File: config.mk
export PLATFORM = sky130hd
export DESIGN_NAME = intr_bitmap_bank
export DESIGN_NICKNAME = d
export VERILOG_FILES = /design/src/rtl/intr_bitmap_bank.sv
export SDC_FILE = /design/constraint.sdc
export NUM_CORES = 1
export LEC_CHECK = 0
export ABC_AREA = 1
export BUFFER_PORTS_ARGS = -buffer_cell sky130_fd_sc_hd__buf_2
export CAP_MARGIN = 20
export CORE_AREA = 2 2 219 221
export DETAILED_ROUTE_END_ITERATION = 10
export DIE_AREA = 0 0 221 223
export HOLD_SLACK_MARGIN = 0.05
export PLACE_DENSITY = 0.6
export SLEW_MARGIN = 20
export SYNTH_ARGS = -nofsm -noshare
export SYNTH_HDL_FRONTEND = slang
export SYNTH_SLANG_ARGS = --single-unit
File: constraint.sdc
create_clock -name clk -period 1.2 [get_ports clk]
set_clock_uncertainty 0.1 [all_clocks]
set_input_delay 0.24 -clock clk [delete_from_list [all_inputs] [get_ports clk]]
set_output_delay 0.24 -clock clk [all_outputs]
set_load 0.02 [all_outputs]
File: src/rtl/intr_bitmap_bank.sv
module intr_bitmap_bank #(
  parameter int NUM_IRQ = 96
) (
  input  logic                   clk,
  input  logic                   rst_n,
  input  logic [9:0]             addr,
  input  logic [31:0]            wdata,
  input  logic                   wr_en,
  input  logic                   rd_en,
  input  logic                   secure,
  input  logic                   sec_disable,
  input  logic [NUM_IRQ-1:0]     cfg_group,
  input  logic [2*NUM_IRQ-1:0]   cfg_nsperm,
  input  logic [NUM_IRQ-1:0]     cfg_edge,
  input  logic [NUM_IRQ-1:0]     irq_lines,
  output logic [31:0]            rdata,
  output logic                   rvalid
);

  localparam int NW = NUM_IRQ / 32;
  localparam logic [NUM_IRQ-1:0] VALID = {{(NUM_IRQ-32){1'b1}}, {32{1'b0}}};

  logic [NUM_IRQ-1:0] en_q, pend_q, act_q, lvl_q;
  logic [NUM_IRQ-1:0] perm_ge1, perm_ge2;
  logic [NUM_IRQ-1:0] wvec;
  logic [31:0]        rd_word;

  wire       ns_view = !secure && !sec_disable;
  wire [2:0] win     = addr[9:7];
  wire [4:0] widx    = addr[6:2];

  for (genvar i = 0; i < NUM_IRQ; i++) begin : g_perm
    assign perm_ge1[i] = |cfg_nsperm[2*i +: 2];
    assign perm_ge2[i] = cfg_nsperm[2*i+1];
  end

  wire [NUM_IRQ-1:0] m_grp  = VALID & (ns_view ? cfg_group : '1);
  wire [NUM_IRQ-1:0] m_ge1  = VALID & (ns_view ? (cfg_group | perm_ge1) : '1);
  wire [NUM_IRQ-1:0] m_ge2  = VALID & (ns_view ? (cfg_group | perm_ge2) : '1);

  for (genvar w = 0; w < NW; w++) begin : g_wvec
    assign wvec[32*w +: 32] = (widx == w) ? wdata : 32'h0;
  end

  wire [NUM_IRQ-1:0] en_set   = (wr_en && win == 3'd0) ? (wvec & m_grp) : '0;
  wire [NUM_IRQ-1:0] en_clr   = (wr_en && win == 3'd1) ? (wvec & m_grp) : '0;
  wire [NUM_IRQ-1:0] pend_set = (wr_en && win == 3'd2) ? (wvec & m_ge1) : '0;
  wire [NUM_IRQ-1:0] pend_clr = (wr_en && win == 3'd3) ? (wvec & m_ge2) : '0;
  wire [NUM_IRQ-1:0] act_set  = (wr_en && win == 3'd4) ? (wvec & m_grp) : '0;
  wire [NUM_IRQ-1:0] act_clr  = (wr_en && win == 3'd5) ? (wvec & m_grp) : '0;
  wire [NUM_IRQ-1:0] edge_hit = VALID & cfg_edge & irq_lines & ~lvl_q;

  wire [NUM_IRQ-1:0] pend_view = pend_q | (lvl_q & ~cfg_edge);

  logic [NUM_IRQ-1:0] view;
  always_comb begin
    case (win)
      3'd0, 3'd1: view = en_q & m_grp;
      3'd2:       view = pend_view & m_ge1;
      3'd3:       view = pend_view & m_ge2;
      3'd4, 3'd5: view = act_q & m_ge2;
      default:    view = '0;
    endcase
  end

  always_comb begin
    rd_word = 32'h0;
    for (int w = 0; w < NW; w++)
      if (widx == w) rd_word = view[32*w +: 32];
  end

  always_ff @(posedge clk or negedge rst_n) begin
    if (!rst_n) begin
      en_q   <= '0;
      pend_q <= '0;
      act_q  <= '0;
      lvl_q  <= '0;
      rdata  <= '0;
      rvalid <= 1'b0;
    end else begin
      en_q   <= (en_q & ~en_clr) | en_set;
      pend_q <= (pend_q & ~pend_clr) | pend_set | edge_hit;
      act_q  <= (act_q & ~act_clr) | act_set;
      lvl_q  <= irq_lines & VALID;
      rdata  <= rd_en ? rd_word : 32'h0;
      rvalid <= rd_en;
    end
  end

  AST_INTERNAL_CLEAR: assert property (@(posedge clk) disable iff (!rst_n)
    ((en_q | pend_q | act_q) & ~VALID) == '0);

  AST_NS_ACTIVE_GROUP: assert property (@(posedge clk) disable iff (!rst_n)
    (ns_view && wr_en && (win == 3'd4 || win == 3'd5))
    |=> ((($past(act_q) ^ act_q) & ~$past(cfg_group)) == '0));

  AST_ZERO_WRITE_KEEPS: assert property (@(posedge clk) disable iff (!rst_n)
    (wr_en && wdata == 32'h0) |=> $stable(en_q) && $stable(act_q));

  AST_EDGE_LATCHES: assert property (@(posedge clk) disable iff (!rst_n)
    (edge_hit != '0) |=> (($past(edge_hit) & ~pend_q) == '0));

  AST_IDLE_RDATA: assert property (@(posedge clk) disable iff (!rst_n)
    !rvalid |-> rdata == 32'h0);

endmodule

==> summary.md <==
| Metric | Value |
|---|---|
| PnR worst setup slack | -302 ps |
| Area grow syn2layout | 73.1% |
| Worst hold path depth | 4 |
| Setup tns final | -19260 ps |
| Total gr overflow | 0 |
| Type of origin of the critical path | flip-flop |
| TritonCTS clock tree | built |
| PortBufs | 398 |
| EDFF count, synth | 0 |
| Root buffer cell | clkbuf_16 |
| Final Hold Violating Endpoints | 0 |
| Row count | 80 |
| Clk pwr share | 43.5% |
| Worst VDD drop | about 0.00084 V |
| Worst path bufs/invs | 1 |
| Reg clk slew, reported paths | 60 ps |
| Cts bufs inserted | 38 |
| Vias | 21351 |
| Slew headroom | 69.6% |
| CTS Hold Bufs | approximately 200 |
| Switch share | between 20 and 30% |
| Starting Density | about 36% |
| Post-route DRC violation count | 0 |
| Cell variety after synth | 22 |
| Gate Count Post-Synth | 2484 |
| Die ar. | 0.0493 mm² |
| Pre-CTS setup slack | -719 ps |
| Failing checks | negative setup slack |
| Critical Path Stages | 1 |
| DR WL/cell | 20.6 µm |
| Hold EP | pend_q[38] |
| RSZ-0062 raised after global routing | yes |
| Max Cap Viol | 0 |
| Cell Pwr Density | 961 mW/mm² |
| Worst r2r dst | rdata[10] |
| Combinational Power Share | 20.1% |
| Total chip power | 0.0282 W |
| Critical Path Max Stage Delay | 450 ps |
| DR pass1 iterations | 6 |
| Tot GR Track Use | a little under a third |
| Reg2reg setup slack | -90 ps |
| Initial antenna violation count | 2 |
| Ranking of synthesized cells by area | dfrtp_1 43%, nand2_1 14%, nand3_1 11% |
| Crit-path leading delay family | flip-flops |
| Worst path cell trace | buf_6 |
| Die Y | 223 µm |
| Post-synth ARST share | 100% |
| Die width | 221 µm |
| CTS max path bufs | 3 |
| Top cell type's share of synthesized area | 42.7% |
| Synthesized cell area | 0.0170 mm² |
| Worst Max-Slew Pin Slew | 455 ps |
| Area leader, netlist | dfrtp_1 |
| CTS H-Tree Depth | 2 |
| Largest net degree at the start of global routing | 47 |
| Crit path capture type | output port |
| Share of layout cells above drive strength 1 | roughly two fifths |
| Vias in the first global route | around 21000 |
| Final Max Slew Viols | 0 |
| Clk Latency, worst-skew pair | 560 ps |
| HPWL after DPL | 55500 µm |
| Part of the power in registers | 36.4% |
| Filler cells | 4018 |
| DR vias/cell | roughly 5.3 |
| Final core occ | a little over 60% |
| Pint | 0.0201 W |
| Setup Viol. Count Final | 152 |
| FF-to-FF Start | pend_q[42] |
| Req. time, crit path | 860 ps |
| Routability congestion estimate | around 0.94 |
| IO Count | 561 |
| Leak | 14.3 nW |
| Max Freq | approximately 670 MHz |
| Hold Crit Class | in2reg |
| NumNets Final | 3942 |
| Outcome | finished, violations left |
| Tmin final | 1500 ps |
| Post-synthesis sequential area ratio | 42.7% |
| Synth warnings | 0 |
| Iter 0 DRT Violations | 2002 |
| Arr. time, crit path | 1160 ps |
| Crit path kind | reg2out |
| Core region area | approximately 0.047 mm² |
| Mean Syn Cell Area | 6.83 µm² |
| Worst r2r path cells | 9 |
| Synth cell count leaders | 635 x nand2_1, 376 x nand3_1, 299 x nor2_1 |
| Antenna Nets Post-Route | 0 |
| WL final | 83700 µm |
| Period utilization | 125% |
| Most used DFF post-synth | dfrtp_1 |
| Switching pwr | roughly 0.0081 W |
| FF+latch count, synth | 289 |
| Most frequent cell after synthesis | nand2_1 |
| First-pass GRT wire length | 121000 µm |
| Post-synthesis net count | 3012 |
| Crit Path Max Fanout | 1 |
| CP max-delay cell | dfrtp_2 |
| Clk sinks | 289 |
| Worst Hold Launch | cfg_nsperm[76] |
-- power groups by stage --
| stage | sequential, W | clock, W | combinational, W |
|---|---|---|---|
| after global placement | 0.0104 | 0 | 0.00419 |
| after detailed placement | 0.0104 | 0 | 0.00423 |
| after global routing | 0.0103 | 0.0128 | 0.00607 |
| after CTS | 0.0102 | 0.0124 | 0.00509 |
| final | 0.0103 | 0.0123 | 0.00567 |
| after floorplan | 0.0104 | 0 | 0.00181 |
-- routing by layer --
metal | vias to the layer above | routed length (µm) | part of all wire [%] | track usage [%]
met2 | 1062 | 40000 | 48 | 53.7
met1 | 10177 | 33600 | 40 | 40.0
met5 | - | 15 | 0.018 | 0
met3 | 232 | 6150 | 7.4 | 5.12
li1 | 9878 | - | - | -
met4 | 2 | 3870 | 4.6 | 14.1
-- through the flow --
stage	hold WS, ps	instance area [µm²]	cells
finish	8.12	29300	4058
global route	19.2	29300	4057
CTS	-34.5	27200	3996
detailed placement	11.9	22700	3699
global placement	12.8	22700	3699
floorplan	-156	17600	2484
-- cell families after synthesis --
logic type | synth area share [%]
simple gates | 34.9
buf+inv | 9.73
compound gates | 12.7
flops | 42.7
-- final cells by class --
type | instances | area [µm²] | share of cell area, %
clock buffers | 51 | 1120 | 3.82
inverters | 299 | 1140 | 3.90
repair buffers | 1005 | 8730 | 29.7
flip-flops and latches | 289 | 7230 | 24.7
clock inverters | 17 | 198 | 0.674
well taps | 615 | 769 | 2.62
diodes | 1 | 2.50 | 0.00853
multi-input cells | 1781 | 10100 | 34.6
-- how the worst max path moves through the flow --
| stage | from | end | slack, ps |
|---|---|---|---|
| 4_1_cts | rdata[31] | rdata[31] | -320 |
| 3_3_place_gp | secure | rdata[17] | -700 |
| 3_5_place_dp | addr[8] | rdata[13] | -720 |
| 5_1_grt | rdata[11] | rdata[11] | -320 |
| 2_1_floorplan | addr[7] | rdata[5] | -260 |
| 6_report | rdata[11] | rdata[11] | -300 |
-- layout by cell type (no fill, tap or decap), types with 4 or more instances in the layout --
master | synthesis | final
nand2_1 | 635 | 504
buf_2 | 55 | 351
nand3_1 | 376 | 343
dfrtp_1 | 289 | 287
buf_4 | 7 | 284
inv_1 | 295 | 268
o21ai_1 | 6 | 205
dlygate4sd3_1 | 0 | 200
nor2_1 | 299 | 196
nand2_2 | 0 | 102
buf_6 | 0 | 76
buf_12 | 0 | 69
nor2_4 | 1 | 63
clkbuf_16 | 0 | 51
nand3b_1 | 50 | 50
nor2_2 | 0 | 41
o21bai_4 | 0 | 40
a21oi_1 | 77 | 38
a21oi_2 | 0 | 38
o21ai_2 | 0 | 32
inv_2 | 4 | 28
nand2_4 | 0 | 27
nand3_2 | 1 | 27
o21ai_0 | 251 | 20
o21bai_1 | 64 | 14
o21bai_2 | 0 | 10
clkbuf_8 | 0 | 10
or2_4 | 0 | 9
clkinv_2 | 0 | 9
nand3_4 | 0 | 7
buf_16 | 0 | 7
or2_2 | 14 | 5
buf_8 | 0 | 5
inv_6 | 0 | 4
nand4_1 | 4 | 4
bufinv_16 | 0 | 4
-- flip-flops by register name, indices dropped and copies added, names as in the netlist --
name,count
act_q,64
en_q,64
lvl_q,64
pend_q,64
rdata,32
rvalid,1
-- repair_timing --
item	4_1_cts	5_1_grt
pin swaps	110	205
setup buffers	22	56
gates cloned	8	15
resized for setup	195	480
endpoints found under the hold margin	435	5
endpoints found under the setup margin	117	179
Note: power is estimated with default switching activity, not from simulation.
